### src/rtl/tlb_pkg.sv
package tlb_pkg;
    localparam int VPN_W  = 8;
    localparam int PPN_W  = 6;
    localparam int WAYS   = 4;
    localparam int SETS   = 4;
    localparam int IDX_W  = $clog2(SETS);
    localparam int TAG_W  = VPN_W - IDX_W;
    localparam int WAY_W  = $clog2(WAYS);

    typedef logic [IDX_W-1:0] set_idx_t;
    typedef logic [TAG_W-1:0] tag_t;
    typedef logic [PPN_W-1:0] ppn_t;
    typedef logic [WAY_W-1:0] way_t;

    function automatic set_idx_t idx_of(input logic [VPN_W-1:0] vpn);
        return vpn[IDX_W-1:0];
    endfunction

    function automatic tag_t tag_of(input logic [VPN_W-1:0] vpn);
        return vpn[VPN_W-1:IDX_W];
    endfunction
endpackage

### src/rtl/tlb_way_match.sv
module tlb_way_match #(
    parameter int WAYS  = 4,
    parameter int TAG_W = 6,
    parameter int PPN_W = 6
) (
    input  logic [WAYS-1:0]             valid_i,
    input  logic [WAYS-1:0][TAG_W-1:0]  tags_i,
    input  logic [WAYS-1:0][PPN_W-1:0]  ppns_i,
    input  logic [TAG_W-1:0]            key_i,
    output logic [WAYS-1:0]             match_o,
    output logic                        hit_o,
    output logic [PPN_W-1:0]            ppn_o
);
    for (genvar w = 0; w < WAYS; w++) begin : g_cmp
        assign match_o[w] = valid_i[w] && (tags_i[w] == key_i);
    end

    assign hit_o = |match_o;

    always_comb begin
        ppn_o = '0;
        for (int w = 0; w < WAYS; w++) begin
            if (match_o[w]) ppn_o = ppn_o | ppns_i[w];
        end
    end
endmodule

### src/rtl/tlb_victim_pick.sv
module tlb_victim_pick #(
    parameter int WAYS  = 4,
    parameter int WAY_W = 2
) (
    input  logic [WAYS-1:0]  match_i,
    input  logic [WAYS-1:0]  valid_i,
    input  logic [WAY_W-1:0] rr_i,
    output logic [WAY_W-1:0] way_o,
    output logic             use_rr_o
);
    logic [WAY_W-1:0] free_way;
    logic [WAY_W-1:0] hit_way;
    logic             any_free;

    always_comb begin
        free_way = '0;
        any_free = 1'b0;
        for (int w = WAYS - 1; w >= 0; w--) begin
            if (!valid_i[w]) begin
                free_way = WAY_W'(w);
                any_free = 1'b1;
            end
        end
    end

    always_comb begin
        hit_way = '0;
        for (int w = 0; w < WAYS; w++) begin
            if (match_i[w]) hit_way = WAY_W'(w);
        end
    end

    always_comb begin
        if (|match_i) begin
            way_o    = hit_way;
            use_rr_o = 1'b0;
        end else if (any_free) begin
            way_o    = free_way;
            use_rr_o = 1'b0;
        end else begin
            way_o    = rr_i;
            use_rr_o = 1'b1;
        end
    end
endmodule

### src/rtl/tlb_sa_cache.sv
module tlb_sa_cache
    import tlb_pkg::*;
(
    input  logic             clk,
    input  logic             rst,
    input  logic [VPN_W-1:0] lkp_vpn,
    output logic             lkp_hit,
    output logic [PPN_W-1:0] lkp_ppn,
    input  logic             fill_en,
    input  logic [VPN_W-1:0] fill_vpn,
    input  logic [PPN_W-1:0] fill_ppn,
    input  logic             flush_all
);
    logic [WAYS-1:0]             valid_q [SETS];
    logic [WAYS-1:0][TAG_W-1:0]  tag_q   [SETS];
    logic [WAYS-1:0][PPN_W-1:0]  ppn_q   [SETS];
    way_t                        rr_q    [SETS];

    set_idx_t lkp_set, fill_set;
    tag_t     lkp_tag, fill_tag;

    assign lkp_set  = idx_of(lkp_vpn);
    assign lkp_tag  = tag_of(lkp_vpn);
    assign fill_set = idx_of(fill_vpn);
    assign fill_tag = tag_of(fill_vpn);

    logic [WAYS-1:0] lkp_match;
    tlb_way_match #(.WAYS(WAYS), .TAG_W(TAG_W), .PPN_W(PPN_W)) u_lkp_cmp (
        .valid_i (valid_q[lkp_set]),
        .tags_i  (tag_q[lkp_set]),
        .ppns_i  (ppn_q[lkp_set]),
        .key_i   (lkp_tag),
        .match_o (lkp_match),
        .hit_o   (lkp_hit),
        .ppn_o   (lkp_ppn)
    );

    logic [WAYS-1:0] fill_match;
    logic            fill_hit_unused;
    ppn_t            fill_ppn_unused;
    tlb_way_match #(.WAYS(WAYS), .TAG_W(TAG_W), .PPN_W(PPN_W)) u_fill_cmp (
        .valid_i (valid_q[fill_set]),
        .tags_i  (tag_q[fill_set]),
        .ppns_i  (ppn_q[fill_set]),
        .key_i   (fill_tag),
        .match_o (fill_match),
        .hit_o   (fill_hit_unused),
        .ppn_o   (fill_ppn_unused)
    );

    way_t fill_way;
    logic fill_use_rr;
    tlb_victim_pick #(.WAYS(WAYS), .WAY_W(WAY_W)) u_victim (
        .match_i  (fill_match),
        .valid_i  (valid_q[fill_set]),
        .rr_i     (rr_q[fill_set]),
        .way_o    (fill_way),
        .use_rr_o (fill_use_rr)
    );

    logic do_fill;
    assign do_fill = fill_en && !flush_all;

    for (genvar s = 0; s < SETS; s++) begin : g_set
        always_ff @(posedge clk) begin
            if (rst) begin
                valid_q[s] <= '0;
                rr_q[s]    <= '0;
            end else if (flush_all) begin
                valid_q[s] <= '0;
            end else if (do_fill && fill_set == set_idx_t'(s)) begin
                valid_q[s][fill_way] <= 1'b1;
                tag_q[s][fill_way]   <= fill_tag;
                ppn_q[s][fill_way]   <= fill_ppn;
                if (fill_use_rr) rr_q[s] <= rr_q[s] + 1'b1;
            end
        end

        assert_rr_advance_R7: assert property (@(posedge clk) disable iff (rst)
            (do_fill && fill_set == set_idx_t'(s) && fill_use_rr) |=> (rr_q[s] == $past(rr_q[s]) + 1'b1))
            else $error("R7 pointer did not advance");
        assert_rr_hold_R7: assert property (@(posedge clk) disable iff (rst)
            !(do_fill && fill_set == set_idx_t'(s) && fill_use_rr) |=> $stable(rr_q[s]))
            else $error("R7 pointer moved unexpectedly");
    end

    assert_single_match_R5: assert property (@(posedge clk) disable iff (rst)
        $onehot0(lkp_match))
        else $error("R5 duplicate tag in set");
    assert_flush_empties_R8: assert property (@(posedge clk) disable iff (rst)
        flush_all |=> !lkp_hit)
        else $error("R8 hit after flush");
    assert_fill_visible_R4: assert property (@(posedge clk) disable iff (rst)
        do_fill |=> ((lkp_vpn != $past(fill_vpn)) || (lkp_hit && lkp_ppn == $past(fill_ppn))))
        else $error("R4 filled page not visible");
    assert_miss_zero_R2: assert property (@(posedge clk) disable iff (rst)
        !lkp_hit |-> (lkp_ppn == '0))
        else $error("R2 nonzero page on miss");
endmodule

### config.mk
export PLATFORM = sky130hd
export DESIGN_NAME = tlb_sa_cache
export DESIGN_NICKNAME = d
export VERILOG_FILES = /design/src/rtl/tlb_pkg.sv /design/src/rtl/tlb_way_match.sv /design/src/rtl/tlb_victim_pick.sv /design/src/rtl/tlb_sa_cache.sv
export SDC_FILE = /design/constraint.sdc
export NUM_CORES = 1
export LEC_CHECK = 0
export CAP_MARGIN = 15
export CORE_MARGIN = 2
export CORE_UTILIZATION = 30
export DETAILED_ROUTE_END_ITERATION = 12
export DONT_BUFFER_PORTS = 1
export PLACE_DENSITY = 0.45
export REMOVE_ABC_BUFFERS = 1
export SETUP_SLACK_MARGIN = 0.3
export SKIP_CTS_REPAIR_TIMING = 1
export SYNTH_ARGS = -nofsm -noshare
export SYNTH_HDL_FRONTEND = slang
export SYNTH_SLANG_ARGS = --single-unit
### constraint.sdc
create_clock -name clk -period 3.7 [get_ports clk]
set_clock_uncertainty 0.1 [all_clocks]
set_input_delay 0.37 -clock clk [delete_from_list [all_inputs] [get_ports clk]]
set_output_delay 0.37 -clock clk [all_outputs]
set_load 0.03 [all_outputs]
Word level (Yosys, flattened, before mapping)
Memories as Yosys holds them, arrays and structs flattened. Cells that the tools add are included.

Flip-flop bits (word level): 0. Bits in latches: 0. RAM bits: 216. Bits in read-only memories: 0. Output and inout bits: 7. Word-level logic and storage cells: 179. Memories kept: 4.

Memory list: ppn_q (depth 4, bits a word 24, read ports 1, clocked after memory_dff 0, wr ports 1, line tlb_sa_cache.sv:16) `logic [WAYS-1:0][PPN_W-1:0] ppn_q [SETS];`; tag_q (depth 4, bits a word 24, read ports 2, clocked after memory_dff 0, wr ports 1, line tlb_sa_cache.sv:15) `logic [WAYS-1:0][TAG_W-1:0] tag_q [SETS];`; valid_q (depth 4, bits a word 4, read ports 2, clocked after memory_dff 0, wr ports 4, line tlb_sa_cache.sv:14) `logic [WAYS-1:0] valid_q [SETS];`; rr_q (depth 4, bits a word 2, read ports 5, clocked after memory_dff 0, wr ports 4, line tlb_sa_cache.sv:17) `way_t rr_q [SETS];`.

Add/sub/neg operators: 4. Multipliers: 0. Div/mod/pow operators: 0. Magnitude comparators: 2. Eq/ne operators: 11. Shift operators: 0. Multiplexer cells: 107. Bitwise gates (word level): 27. Reduce and logical (&&, ||, !) cells: 24.

Operators by type and width (count): $mux W24 (16); $reduce_or A24 Y1 (6); $mux W1 (58); $eq A6 B6 Y1 (8); $mux W2 (18); $mux W4 (8); $mux W6 (5); $or A1 B1 Y1 (24); $or A6 B6 Y6 (3); $logic_and A1 B1 Y1 (14); $demux W6 S2 (1); $add A2 B1 Y2 const B (4); $reduce_or A4 Y1 (2); $eq A2 B2 Y1 const B (2); $lt A2 B3 Y1 const B (1); $demux W1 S2 (1); $eq A2 B1 Y1 const B (1); $ge A2 B1 Y1 const B (1); $logic_not A2 Y1 (1); $logic_not A1 Y1 (1).

Logic depth before layout (Yosys ltp)
An unclocked memory read counts as a cell.

Word-level depth: 16. Depth in mapped cells: 10. Mapped depth without buffers: 7.

Modules after synthesis
Synthesis repeated with hierarchy kept, for this count alone.

Cell total of the unflattened synthesis: 628. Area total of the unflattened synthesis: 10920.5 um^2.

By module, submodules not included: tlb_sa_cache (times used 1, cells an instance 423, area an instance 9462.8 um^2, sequential area each 6486.2 um^2); tlb_way_match (times used 2, cells an instance 96, area an instance 674.4 um^2, sequential area each 0.0 um^2); tlb_victim_pick (times used 1, cells an instance 13, area an instance 108.9 um^2, sequential area each 0.0 um^2).

Least setup slack after synthesis
Ideal clock, no wire load.

Path kind: input -> register. From: in fill_vpn[0]. To: mem ppn_q[3][12] in the netlist's numbering (enable). Arrival time: 2870 ps. Slack: 332 ps. Stages on the path: 8. Path through: buf_6 > buf_12 > mux4_1 > xor2_2 > nor3_1 > a21oi_2 > a21boi_4 > nor3_1.

Longest elaborated chain between the ends: 16. Elaborated cells on any way between the ends: 63. Those cells by class: order compare (2); eq/ne (7); mux (37); reduce/logical (14); memory (3).

Ends and longest elaborated chain: start: declaration (line tlb_sa_cache.sv:10) `input logic [VPN_W-1:0] fill_vpn,`; $mem_v2 Z4 W24 or $mem_v2 Z4 W4 (tied branches); $eq A6 B6 Y1 (tied with other cells) (line tlb_way_match.sv:15) `assign match_o[w] = valid_i[w] && (tags_i[w] == key_i);`; $logic_and A1 B1 Y1 (tied with other cells) (line tlb_way_match.sv:15); $mux W1 (tied with other cells) (line tlb_victim_pick.sv:29) `if (match_i[w]) hit_way = WAY_W'(w);`; $mux W2 (tied with other cells) (line tlb_victim_pick.sv:29); $mux W2 (on tied branches) (line tlb_victim_pick.sv:29, tlb_victim_pick.sv:37); $mux W2 (line tlb_victim_pick.sv:34) `if (|match_i) begin`; $lt A2 B3 Y1 (implied by the code) or $ge A2 B1 Y1 (tied branches) (line tlb_sa_cache.sv:74) `ppn_q[s][fill_way] <= fill_ppn;`; $logic_and A1 B1 Y1 (implied by the code) (line tlb_sa_cache.sv:74); $mux W6 (implied by the code) (line tlb_sa_cache.sv:74); $demux W6 S2 (line tlb_sa_cache.sv:74); $mux W24 (implied by the code) (line tlb_sa_cache.sv:74); $reduce_or A24 Y1 (no line); $mux W2 (no line) or $mux W24 (tied branches) (3 in series); end: declaration (line tlb_sa_cache.sv:16).

Several ways; a longest one is shown, not always the timed one.

==> qor.yml <==
gp_congestion: 0.7434
routed.top_layer: "met4"
grt.total_usage: 0.1411
post-route-util: 0.3512
total_power_mw: 5.329
grt-ovfl-total: 0
setup.worst_path.start_class: "register"
h-tree-depth: 1
finalCritPeriodShare: 0.8717
slowest_delay_ns: 0.51
fillers: 3066
worst_ir_drop_vdd_v: 0.0003215
finalSetupTns_ns: 0
diodes: 0
crit_buf_inv: 1
drt_iter0_markers: 394
p_leak_nw: 3.638
antenna_found_initial: 0
cap_violations: 0
status: "finished, violations left"
die_w_um: 186.4
drv_slew: 0
boundaryPins: 33
clockRootBuffer: "clkbuf_16"
postSynth.asyncResetShare: 0
wl_met2_mm: 12.44
hold_viol: 4
drive_gt1_frac: 0.2321
wl_met3_mm: 1.807
nets: 598
clk_path_buf_depth: 3
worst_pin_slew_ns: 1.129
coreArea_um2: 32620
synth_area_um2: 9977
firstDrtPassIters: 7
worstPathCellList: "mux4_2 -> xnor2_1 -> nand4_1 -> or4_4 -> o221ai_1 -> buf_4"
drt-total-wl_mm: 25.66
row_count: 66
wl_per_cell_um: 24.96
grt_pass1_vias: 5497
grt_pass1_wl_mm: 36.24
hold_class: "input pin to register"
max_slew_margin: 0.2442
violations: "hold timing"
synth_edf_count: 216
dp_hpwl_mm: 15.10
synth_top_cell_by_area: "edfxtp_1"
synth_cell_types: 48
wl_met1_mm: 10.74
final_common_cell: "edfxtp_1"
layout_common_cells: "edfxtp_1 (216), mux4_2 (56), xnor2_1 (37), buf_4 (26), clkbuf_16 (25)"
synth.area.top_cells: "edfxtp_1 (65%), mux4_2 (13%), mux4_1 (4.2%)"
cts_tree: "yes"
setup_viol: 0
end_kind: "output pin"
yosysTopAreaCellShare: 0.6501
yosys_warnings: 0
hold_ws_ns: -0.0009526
ys_ff_latch: 216
crit_family: "simple AND/OR/NAND/NOR gates"
port_buffers: 0
netlist_instances: 537
crit_fanout: 7
crit_slowest_cell: "or4_4"
syn_to_final_growth_pct: 14.81
cts.sinks: 216
synth-main-ff-cell: "edfxtp_1"
postRouteAntennaNets: 0
clock_latency_ns: 0.53
fin_crit_ns: 3.225
rsz0062_at_grt: "false"
vias: 5138
critPathArrivalTime_ns: 2.76
start_util: 0.3059
avgViaCountPerCell: 4.998
register_area_um2: 6486
clk_pin_slew_ns: 0.06
cts_made_buffers: 25
p_per_area_nw_per_um2: 465.2
avgSynthCellArea_um2: 18.58
cp.required_ns: 3.23
max_freq_ghz: 0.3100
ys_seq_area_frac: 0.6501
crit_type: "register to output pin"
grt_max_degree: 53
die_y_um: 186.4
multi_input_area_um2: 3284
die_area_um2: 34730
drc_errors: 0
-- where the power goes --
group / internal [mW] / switching, mW / leakage [nW] / total, mW
Clock: 1.38 / 0.940 / 0.365 / 2.32
Sequential: 2.71 / 0.00884 / 1.99 / 2.72
Combinational: 0.143 / 0.143 / 1.28 / 0.286
Total: 4.24 / 1.09 / 3.64 / 5.33
-- worst register-to-register path: stages, from the launching register on --
cell	delay [ns]
edfxtp_1	0.39
mux4_1	0.53
xnor2_1	0.18
nand4_1	0.14
nor4_2	0.64
inv_1	0.16
nand2_1	0.33
nor3_2	0.08
buf_4	0.23
-- path summary, 6_finish.rpt --
| kind | start | to | slack [ns] | depth (start not counted) |
|---|---|---|---|---|
| worst min register to register | rr_q[2][0] | rr_q[2][0] | 0.52 | 1 |
| worst max register to register | tag_q[2][22] | valid_q[1][1] | 0.66 | 8 |
| worst min-delay path | rst | rr_q[2][1] | -0.001 | 1 |
| worst max-delay path | tag_q[3][15] | lkp_ppn[4] | 0.47 | 6 |
-- routing by layer --
layer / up-vias / GRT usage
li1: 2275 / -
met1: 2684 / 0.1869
met2: 136 / 0.2398
met3: 43 / 0.02577
met4: 0 / 0.03569
met5: - / 0
-- area by class of cell --
| cell class | instances | share of cell area |
|---|---|---|
| clock buffer | 34 | 0.05756 |
| clock inverter | 7 | 0.008411 |
| inverter | 16 | 0.005243 |
| multi-input combinational | 275 | 0.2867 |
| sequential | 216 | 0.5662 |
| tap | 442 | 0.04828 |
| timing repair buffer | 38 | 0.02753 |
-- per-stage QoR --
stage | instances | cell area (um^2) | setup slack, ns | hold WS [ns]
after floorplan | 507 | 9774 | 0.5361 | 0.3689
after global placement | 974 | 10560 | 0.6418 | 0.3699
after detailed placement | 974 | 10560 | 0.6186 | 0.3698
after CTS | 1015 | 11310 | 0.08996 | -0.1946
after global routing | 1028 | 11450 | 0.3734 | 0.0002370
final | 1028 | 11450 | 0.4746 | -0.0009526
-- flip-flops by register name, summed over array words and instances (netlist names) --
name     cells
ppn_q       96
rr_q         8
tag_q       96
valid_q     16
-- cells in the mapped netlist, drive strengths merged, types with 2 or more instances --
library cell  instances
mux4                 72
buf                  21
or4                   2
xor2                 20
a21boi                2
o21ai                10
nand3                 3
nand4                 9
o221ai                7
a21oi                 2
a31oi                 2
nand2                12
nor3                 20
o21bai                4
a22oi                 6
xnor2                38
and2                  2
clkbuf                8
o31ai                 8
nor2                 19
edfxtp              216
nor2b                 5
nor4                  5
mux2i                19
inv                  16
-- cell families (layout without fill, tap and decap cells) --
family,count (synthesis),after routing,share of synthesized area
xor gates and xnor gates,58,58,0.05242
buffers and inverters,46,95,0.02634
DFF,216,216,0.6501
and+or+nand+nor,77,77,0.04189
muxes,92,92,0.1887
AOI/OAI and AO/OA,48,48,0.04051
No activity file was read; power rests on OpenSTA's default activity.
